$ cat config.mk
export PLATFORM = sky130hd
export DESIGN_NAME = dslp_top
export DESIGN_NICKNAME = d
export VERILOG_FILES = /design/src/rtl/dslp_pkg.sv /design/src/rtl/dslp_datapath.sv /design/src/rtl/dslp_control.sv /design/src/rtl/dslp_top.sv
export SDC_FILE = /design/constraint.sdc
export NUM_CORES = 1
export LEC_CHECK = 0
export ABC_AREA = 1
export BUFFER_PORTS_ARGS = -buffer_cell sky130_fd_sc_hd__buf_2
export CAP_MARGIN = 5
export CORE_MARGIN = 2
export CORE_UTILIZATION = 49
export CTS_CLUSTER_SIZE = 25
export DETAILED_ROUTE_END_ITERATION = 6
export PLACE_DENSITY_LB_ADDON = 0.3
export SLEW_MARGIN = 20
export SYNTH_ARGS = -nofsm -noshare
export SYNTH_HDL_FRONTEND = slang
export SYNTH_SLANG_ARGS = --single-unit
$ cat constraint.sdc
create_clock -name clk -period 1.25 [get_ports clk]
set_input_delay 0 -clock clk [delete_from_list [all_inputs] [get_ports clk]]
set_output_delay 0 -clock clk [all_outputs]
set_load 0.1 [all_outputs]
$ cat src/rtl/dslp_pkg.sv
package dslp_pkg;

  typedef enum logic [2:0] {
    ST_RUN,
    ST_LIGHT,
    ST_DEEP,
    ST_RAMP,
    ST_EXIT
  } pwrState_t;

  typedef struct packed {
    logic sleepTaken;   // any sleep entered this cycle
    logic deepTaken;    // deep sleep entered this cycle
    logic wakeCapture;  // sample wake inputs into flags
  } ctlStrobe_t;

endpackage

$ cat src/rtl/dslp_datapath.sv
module dslp_datapath
  import dslp_pkg::*;
#(
  parameter int DATA_W   = 8,
  parameter int ADDR_W   = 2,
  parameter int WAKE_N   = 6,
  parameter int PEND_WIN = 8,
  parameter int EN_LIFE  = 5,
  parameter int WIN_LO   = 1,
  parameter int WIN_HI   = 3
) (
  input  logic              clk,
  input  logic              rstN,
  input  ctlStrobe_t        ctl,
  input  logic              cycTick,
  input  logic              regWrEn,
  input  logic [ADDR_W-1:0] regAddr,
  input  logic [DATA_W-1:0] regWrData,
  input  logic [WAKE_N-1:0] wakeSrc,
  output logic              deepWindow,
  output logic [DATA_W-1:0] regRdData
);

  localparam int GP_N  = 2;
  localparam int PCW   = $clog2(PEND_WIN + 1);
  localparam int AGEW  = $clog2(EN_LIFE + 1);
  localparam logic [PCW-1:0]  PEND_LAST = PCW'(PEND_WIN - 1);
  localparam logic [AGEW-1:0] AGE_LAST  = AGEW'(EN_LIFE - 1);
  localparam logic [AGEW-1:0] AGE_LO    = AGEW'(WIN_LO);
  localparam logic [AGEW-1:0] AGE_HI    = AGEW'(WIN_HI);
  localparam logic [ADDR_W-1:0] A_CTRL  = ADDR_W'(0);
  localparam logic [ADDR_W-1:0] A_WAKE  = ADDR_W'(1);

  logic            enableBit;
  logic            pending;
  logic [PCW-1:0]  pendCnt;
  logic [AGEW-1:0] enAge;
  logic [WAKE_N-1:0] wakeFlags;
  logic [DATA_W-1:0] gpReg [GP_N];

  logic ctrlWr, wrOne, wrZero;
  assign ctrlWr = regWrEn && (regAddr == A_CTRL);
  assign wrOne  = ctrlWr && regWrData[0];
  assign wrZero = ctrlWr && !regWrData[0];

  // guarded enable: double write, arming timeout, self-clearing lifetime
  always_ff @(posedge clk or negedge rstN) begin
    if (!rstN) begin
      enableBit <= 1'b0;
      pending   <= 1'b0;
      pendCnt   <= '0;
      enAge     <= '0;
    end else if (ctl.sleepTaken || wrZero) begin
      enableBit <= 1'b0;
      pending   <= 1'b0;
    end else if (wrOne && pending) begin
      enableBit <= 1'b1;
      enAge     <= '0;
      pending   <= 1'b0;
    end else begin
      if (wrOne) begin
        pending <= 1'b1;
        pendCnt <= '0;
      end else if (cycTick && pending) begin
        if (pendCnt == PEND_LAST) pending <= 1'b0;
        else pendCnt <= pendCnt + 1'b1;
      end
      if (cycTick && enableBit) begin
        if (enAge == AGE_LAST) enableBit <= 1'b0;
        else enAge <= enAge + 1'b1;
      end
    end
  end

  assign deepWindow = enableBit && (enAge >= AGE_LO) && (enAge <= AGE_HI);

  // sticky wake-source flags
  always_ff @(posedge clk or negedge rstN) begin
    if (!rstN)               wakeFlags <= '0;
    else if (ctl.deepTaken)  wakeFlags <= '0;
    else if (ctl.wakeCapture) wakeFlags <= wakeFlags | wakeSrc;
  end

  // retention registers
  for (genvar g = 0; g < GP_N; g++) begin : gen_gp
    always_ff @(posedge clk or negedge rstN) begin
      if (!rstN) gpReg[g] <= '0;
      else if (regWrEn && regAddr == ADDR_W'(2 + g)) gpReg[g] <= regWrData;
    end
  end

  always_comb begin
    regRdData = '0;
    case (regAddr)
      A_CTRL:     regRdData[0] = enableBit;
      A_WAKE:     regRdData[WAKE_N-1:0] = wakeFlags;
      ADDR_W'(2): regRdData = gpReg[0];
      ADDR_W'(3): regRdData = gpReg[1];
      default:    regRdData = '0;
    endcase
  end

  assert_set_needs_arm_R1: assert property (@(posedge clk) disable iff (!rstN)
    $rose(enableBit) |-> $past(pending) && $past(wrOne));

  assert_life_ends_R3: assert property (@(posedge clk) disable iff (!rstN)
    (enableBit && cycTick && enAge == AGE_LAST && !wrOne) |=> !enableBit);

  assert_flags_cleared_R8: assert property (@(posedge clk) disable iff (!rstN)
    ctl.deepTaken |=> (wakeFlags == '0));

  assert_flags_hold_R8: assert property (@(posedge clk) disable iff (!rstN)
    (!ctl.wakeCapture && !ctl.deepTaken) |=> $stable(wakeFlags));

endmodule

$ cat src/rtl/dslp_control.sv
module dslp_control
  import dslp_pkg::*;
#(
  parameter int WAKE_N = 6
) (
  input  logic              clk,
  input  logic              rstN,
  input  logic              sleepStrobe,
  input  logic              irqPending,
  input  logic              lvrEnable,
  input  logic [WAKE_N-1:0] wakeSrc,
  input  logic              deepWindow,
  output ctlStrobe_t        ctl,
  output logic              sysClkEn,
  output logic              periphEn,
  output logic              sleepLight,
  output logic              sleepDeep,
  output logic              resumePulse,
  output logic              resetReq
);

  pwrState_t state, stateNxt;
  logic retain;

  always_comb begin
    ctl.sleepTaken  = (state == ST_RUN) && sleepStrobe;
    ctl.deepTaken   = ctl.sleepTaken && deepWindow;
    ctl.wakeCapture = (state == ST_DEEP);
  end

  always_comb begin
    stateNxt = state;
    case (state)
      ST_RUN:   if (sleepStrobe) stateNxt = deepWindow ? ST_DEEP : ST_LIGHT;
      ST_LIGHT: if (irqPending) stateNxt = ST_RAMP;
      ST_DEEP:  if (|wakeSrc) stateNxt = ST_RAMP;
      ST_RAMP:  stateNxt = ST_EXIT;
      default:  stateNxt = ST_RUN;
    endcase
  end

  always_ff @(posedge clk or negedge rstN) begin
    if (!rstN) begin
      state  <= ST_RUN;
      retain <= 1'b1;
    end else begin
      state <= stateNxt;
      if (ctl.deepTaken)       retain <= lvrEnable;
      else if (ctl.sleepTaken) retain <= 1'b1;
    end
  end

  assign sleepLight  = (state == ST_LIGHT);
  assign sleepDeep   = (state == ST_DEEP);
  assign sysClkEn    = !(sleepLight || sleepDeep);
  assign periphEn    = !sleepDeep;
  assign resumePulse = (state == ST_EXIT) && retain;
  assign resetReq    = (state == ST_EXIT) && !retain;

  assert_deep_gates_R5: assert property (@(posedge clk) disable iff (!rstN)
    ctl.deepTaken |=> (!sysClkEn && !periphEn));

  assert_one_exit_R6: assert property (@(posedge clk) disable iff (!rstN)
    !(resumePulse && resetReq));

  assert_ramp_first_R9: assert property (@(posedge clk) disable iff (!rstN)
    (resumePulse || resetReq) |-> ($past(sysClkEn) && !$past(resumePulse || resetReq)));

  assert_light_resumes_R10: assert property (@(posedge clk) disable iff (!rstN)
    (sleepLight && irqPending) |=> ##1 resumePulse);

endmodule

$ cat src/rtl/dslp_top.sv
module dslp_top
  import dslp_pkg::*;
#(
  parameter int DATA_W   = 8,
  parameter int ADDR_W   = 2,
  parameter int WAKE_N   = 6,
  parameter int PEND_WIN = 8,
  parameter int EN_LIFE  = 5,
  parameter int WIN_LO   = 1,
  parameter int WIN_HI   = 3
) (
  input  logic              clk,
  input  logic              rstN,
  input  logic              cycTick,
  input  logic              regWrEn,
  input  logic [ADDR_W-1:0] regAddr,
  input  logic [DATA_W-1:0] regWrData,
  output logic [DATA_W-1:0] regRdData,
  input  logic              sleepStrobe,
  input  logic              irqPending,
  input  logic              lvrEnable,
  input  logic [WAKE_N-1:0] wakeSrc,
  output logic              sysClkEn,
  output logic              periphEn,
  output logic              sleepLight,
  output logic              sleepDeep,
  output logic              resumePulse,
  output logic              resetReq
);

  ctlStrobe_t ctl;
  logic deepWindow;

  dslp_control #(.WAKE_N(WAKE_N)) u_ctrl (
    .clk(clk), .rstN(rstN), .sleepStrobe(sleepStrobe), .irqPending(irqPending),
    .lvrEnable(lvrEnable), .wakeSrc(wakeSrc), .deepWindow(deepWindow), .ctl(ctl),
    .sysClkEn(sysClkEn), .periphEn(periphEn), .sleepLight(sleepLight),
    .sleepDeep(sleepDeep), .resumePulse(resumePulse), .resetReq(resetReq)
  );

  dslp_datapath #(
    .DATA_W(DATA_W), .ADDR_W(ADDR_W), .WAKE_N(WAKE_N), .PEND_WIN(PEND_WIN),
    .EN_LIFE(EN_LIFE), .WIN_LO(WIN_LO), .WIN_HI(WIN_HI)
  ) u_dp (
    .clk(clk), .rstN(rstN), .ctl(ctl), .cycTick(cycTick), .regWrEn(regWrEn),
    .regAddr(regAddr), .regWrData(regWrData), .wakeSrc(wakeSrc),
    .deepWindow(deepWindow), .regRdData(regRdData)
  );

endmodule

# Word-level counts from Yosys, hierarchy flattened
# Cells that the tools add are included.
# W data, S select, Z words.
# classes
add_sub_neg	2
mul	0
div	0
magnitude_cmp	2
n_eq_ne	14
n_shift	0
n_mux	27
n_bitwise	3
reduce_logical	36
# op_table
op	count
$mux W3	6
$pmux W5 S3	1
$logic_and A1 B1 Y1	14
$mux W4	3
$mux W6	2
$pmux W3 S4	1
$mux W1	11
$reduce_bool A2 Y1	4
$reduce_bool A4 Y1	2
$eq A3 B2 Y1 const B	2
$eq A3 B3 Y1 const B	2
$ne A2 B2 Y1 const B	3
$or A6 B6 Y6	1
$reduce_and A3 Y1	2
$reduce_bool A3 Y1	2
$reduce_or A6 Y1	1
$add A4 B1 Y4 const B	1
$eq A2 B2 Y1 const B	2
$eq A4 B3 Y1 const B	1
$logic_not A1 Y1	4
$ne A2 B1 Y1 const B	2
$pmux W1 S4	1
$pmux W2 S2	1
$reduce_and A2 Y1	2
other kinds (11)	13
# word_totals
register_bits	35
latch_bits	0
ram_bits	0
romBits	0
in_bits	23
output_inout_bits	14
elab_cells	93
mem_count	0

# Depth between registers and ports, before layout
# logic_depth
depth_word	6
ltp_mapped	9
ltp_nobuf	9

# Modules after synthesis
# From an unflattened synthesis, not the netlist that was laid out.
# hier_totals
cells_unflattened	242
hier_area_um2	1894.3
# by_module_without_submodules
mod	n_inst	cells_each	area_per_inst_um2	seq_area_each_um2
dslp_datapath	1	196	1560.2	775.7
dslp_control	1	46	334.1	101.3

# Least setup slack after synthesis
# OpenSTA, ideal clock, no wires.
# synth_timing
kind	register -> register
start	register u_ctrl.state[2]
end	register u_ctrl.state[1]
arrival_ns	1.872
t_required_ns	1.133
path_slack_ns	-0.739
stages_incl_launch_ff	8
n_path_buf	0
synth_period_minus_slack_ns	1.989
path_cell_list	dfrtp_1 -> inv_1 -> nand3_2 -> nand2_1 -> inv_1 -> nand2_1 -> nand2_1 -> nand2_1
# synth_between
elab_chain_cells	3
word_cells_on_any_way	9
# synth_lines
element	line	source
start: declaration	dslp_control.sv:22	pwrState_t state, stateNxt;
start signal: assignment	dslp_control.sv:47	state <= stateNxt;
$eq A3 B2 Y1 (tied with other cells)	dslp_control.sv:33	case (state)
$ne A2 B2 Y1 (no line)	n/a	
$reduce_and A3 Y1 (no line)	n/a	
# Several ways; a longest one is shown, not always the timed one.
# A chain may end at the register's enable or synchronous reset.

# Final worst setup path
# layout_timing
start	register u_dp.enAge[1]
end	register u_dp.wakeFlags[1]
# layout_between
elab_chain_cells	5
word_cells_on_any_way	7
# layout_lines
element	line	source
start: declaration	dslp_datapath.sv:37	logic [AGEW-1:0] enAge;
start signal: assignment	dslp_datapath.sv:70	else enAge <= enAge + 1'b1;
$ge A3 B1 Y1	dslp_datapath.sv:75	assign deepWindow = enableBit && (enAge >= AGE_LO) && (enAge <= AGE_HI);
$logic_and A1 B1 Y1	dslp_datapath.sv:75	
$logic_and A1 B1 Y1 *	dslp_datapath.sv:75	
$logic_and A1 B1 Y1 *	dslp_control.sv:27	ctl.deepTaken = ctl.sleepTaken && deepWindow;
$mux W6 / $reduce_bool A2 Y1 (equally long branches)	n/a	
end signal: assignment	dslp_datapath.sv:81	else if (ctl.wakeCapture) wakeFlags <= wakeFlags | wakeSrc;
end: declaration	dslp_datapath.sv:38	logic [WAKE_N-1:0] wakeFlags;
# Every way passes the cells marked *; elsewhere a longest branch is shown, timed or not.

==> results by stage <==
Clock network:
- The clock input transition at the sequential cells of the worst setup and hold paths is 80 ps.
- For the worst-skew pair, the clock arrives at the later sink with an insertion delay of 290 ps.
- Counting the buffers created by CTS gives 5.
- The CTS tree is done.
- The tree built by TritonCTS fans out to 35 sinks.
- The master cell of the clock root buffer is clkbuf_8.
- The number of buffers between clock root and the deepest sink is 2.
- The H-tree generated during clock tree synthesis spans 2 levels.

Floorplan:
- Once the floorplan was initialized, standard cells occupied 51.0% of the core.
- The vertical extent of the die is 66.0 um.
- The core outline area is 3690 um2.
- Pin placement for this block handled 37 I/O pins.
- The die is 66.0 um wide.
- The floorplan has 22 rows.
- The full die area is 4350 um2.

Synth:
- Counting flops and latches in the post-synthesis netlist gives 35.
- Dividing the synthesized area by the synthesized cell count gives 7.44 um2.
- During synthesis, Yosys emitted a total of 0 warnings.
- The post-synthesis cell type with the largest combined area is dfrtp_1.
- The post-synth net total is 281.
- The sequential cell area fraction in the yosys report is 46.6%.
- In this run the biggest area consumer among cell types represents 45.2% of the synthesized area.
- The mapped netlist covers 1880 um2.
- The number of unique standard cell types used by synthesis is 21.
- Yosys attributes the largest share of cell area to dfrtp_1, nand2_1, inv_1.
- Synthesis produced a netlist whose cell count is 253.

Critical path:
- The endpoint kind of the worst setup timing path is a flop.
- By instance count, the cell type seen most on the critical path is nor2_2.
- Walking the worst path, the cells encountered are buf_4, nor2_2, nor2_2, nand2_2, nand4_1, o21ai_1, inv_1.
- By startpoint and endpoint, the worst setup path is classified as reg2reg.
- Data arrives at the worst endpoint at 1600 ps.
- The slowest cell on the critical path is dfrtp_2.
- STA classifies the critical path startpoint as a flop.
- On the worst path, the slowest cell contributes a delay of 450 ps.
- For the worst setup path, the data required time is 1430 ps.
- The flop-to-flop setup slack is -170 ps.
- Of all nets on the critical path, the largest fanout is 6.

Timing:
- The setup TNS is -2300 ps.
- Measured against its own limit, the worst slew margin works out to 69.9%.
- The share of the cycle needed by the critical path after routing is 113%.
- The worst hold slack across all endpoints is 16.9 ps.
- Counting I/O delays and the setup requirement, the final critical path takes 1420 ps.
- The worst setup skew after layout is 9.06 ps.
- Setup violations remaining at the end of the flow were counted as 24.
- Setup repair after global routing could not meet its margin everywhere.
- The maximum operating frequency is 0.706 GHz.
- The count of final hold-check violations is 0.
- The count of final max-slew check failures is 0.
- Setup slack on the critical path of the routed design comes to -166 ps.
- At the pin with the least slew margin, the transition time is 451 ps.

Placement:
- The count of buffers added on input and output ports is 36.
- The minimum setup slack after placement is -161 ps.
- The wire-length estimate of the detail-placed layout is 3.17 mm.
- The routability-driven placement congestion ratio is 0.833.
- The post-place instance area is 2500 um2.
- The total instance count after detailed placement is 355.

Run status:
- The checks that failed: setup timing.
- The run finished, with violations left.

GRT:
- Across every metal layer, demand over resource in global routing totals 24.1%.
- The via count of the first global-routing pass is 1,845.
- The pin count of the biggest net entering global routing is 36.
- The total overflow left after global routing is 0.
- The first-pass GRT wire length is 7.98 mm.
- The number of antenna violations at the first check in global routing is 0.

Power:
- IR analysis of the VDD net gives a maximum drop of 1150 uV.
- The static leakage power is 1.49 nW.
- The total power per unit cell area is 2170 nW/um2.
- Power comes to 6.42 mW.

Final layout:
- Fill cells in the final layout number 249.
- The number of diodes added for antenna fixing is 0.
- The sequential standard cell area is 880 um2.
- Cells with a size suffix above 1 make up 35.6% of the layout.
- For this run, the number of standard cells in the final layout without fillers is 385.
- The synthesis-to-finish area growth is 56.9%.
- The finished cells cover 2950 um2.
- The area occupied by multi-input gates is 977 um2.
- The final layout contains 364 nets.
- The share of the core filled with cells in the final layout is 80.1%.

Route:
- The DRC marker count from the first detailed-route iteration is 108.
- The post-detailed-route DRC marker count is 0.
- The final layout contains routed wiring with a total length of 5.00 mm.
- The via density per instance is 4.97.
- The count of nets left with antenna violations once routing finished came out at 0.
- After detailed routing, the average wire length per cell comes to 13.0 um.
- The pre-antenna-repair detailed-routing pass consisted of 4 iterations.
- Summing over every cut layer, the via total after detailed routing is 1,912.

Min path:
- The tightest min-delay check is of the in2reg type.

Job:
- Max-cap violations in this run came to 0.
-- layout by cell type, fill, tap and decap left out, types with 5 or more instances in the layout --
cell type / count
buf_4: 25
buf_12: 14
nor2_1: 14
dlygate4sd3_1: 9
clkbuf_8: 5
buf_6: 8
nand3_1: 12
nand4_1: 7
dfrtp_1: 32
o21ai_1: 6
inv_1: 36
nor2_2: 5
buf_2: 22
nand2_1: 77
o21ai_0: 17
inv_2: 8
-- final timing paths --
kind / end / depth (start not counted) / startpoint
max: u_dp.wakeFlags[1] / 7 / u_dp.enAge[1]
min: u_dp.gpReg[6] / 3 / regWrData[6]
max reg2reg: u_dp.wakeFlags[1] / 7 / u_dp.enAge[1]
min reg2reg: u_dp.gpReg[11] / 2 / u_dp.gpReg[11]
max in group asynchronous: u_ctrl.retain / 3 / rstN
min in group asynchronous: u_dp.gpReg[10] / 3 / rstN
-- area by class of cell --
type | instances | share of cell area, %
clock inverters | 3 | 0.805
multi-input cells | 169 | 33.1
clock buffers | 5 | 2.33
well taps | 48 | 2.03
flip-flops and latches | 35 | 29.8
repair buffers | 78 | 25.7
inverters | 47 | 6.27
-- state kept, by name (all words and copies together), names as in the netlist --
signal / flops
u_dp.enAge: 3
u_dp.enableBit: 1
u_dp.pendCnt: 4
u_ctrl.state: 3
u_dp.gpReg: 16
u_ctrl.retain: 1
u_dp.wakeFlags: 6
u_dp.pending: 1
-- cells in the mapped netlist --
cell      number
o21ai_0       23
o21ai_2        1
nor3_1         1
nor2_2         3
nand2_2        1
a211oi_1       1
nand3b_1       3
a21oi_1        3
ha_1           5
nor2_1        19
nand2_1       82
nand3_2        2
nand3_1       15
dfrtp_1       34
inv_1         45
buf_6          2
dfstp_2        1
a22o_1         2
nand4_1        7
inv_2          2
xor2_1         1
-- power breakdown --
group,internal [mW],switching (mW)
Sequential,1.47,0.254
Combinational,1.62,2.24
Clock,0.398,0.447
Total,3.48,2.94
-- cell families (layout without fill, tap and decap cells) --
logic type | after synthesis | after routing | share of synthesized area, %
buf+inv | 49 | 133 | 10.6
flops | 35 | 35 | 46.6
xor+xnor | 1 | 1 | 0.466
compound gates | 30 | 30 | 8.71
fa+ha+maj | 5 | 5 | 3.32
simple gates | 133 | 133 | 30.3
-- what timing repair did --
item                                   CTS  global route
endpoints found under the hold margin   47             0
resized for setup                       20            24
buffers inserted                         8             5
hold buffers                             9             0
pin swaps                               15            17
setup endpoints to repair               22            24
-- worst max-delay path, delay by kind of cell (launching register included) --
family / cells / cell delay (ps)
flops: 1 / 450
buf+inv: 2 / 200
compound gates: 1 / 160
simple gates: 4 / 490
-- metal layers --
layer	share of wire, %	wire length (um)	track usage [%]
met2	52	2620	42.8
met1	40	2020	27.7
met3	5.3	267	6.30
met5	0	0	0
met4	2.0	98	9.18
Power figures use the tool's default switching activity.
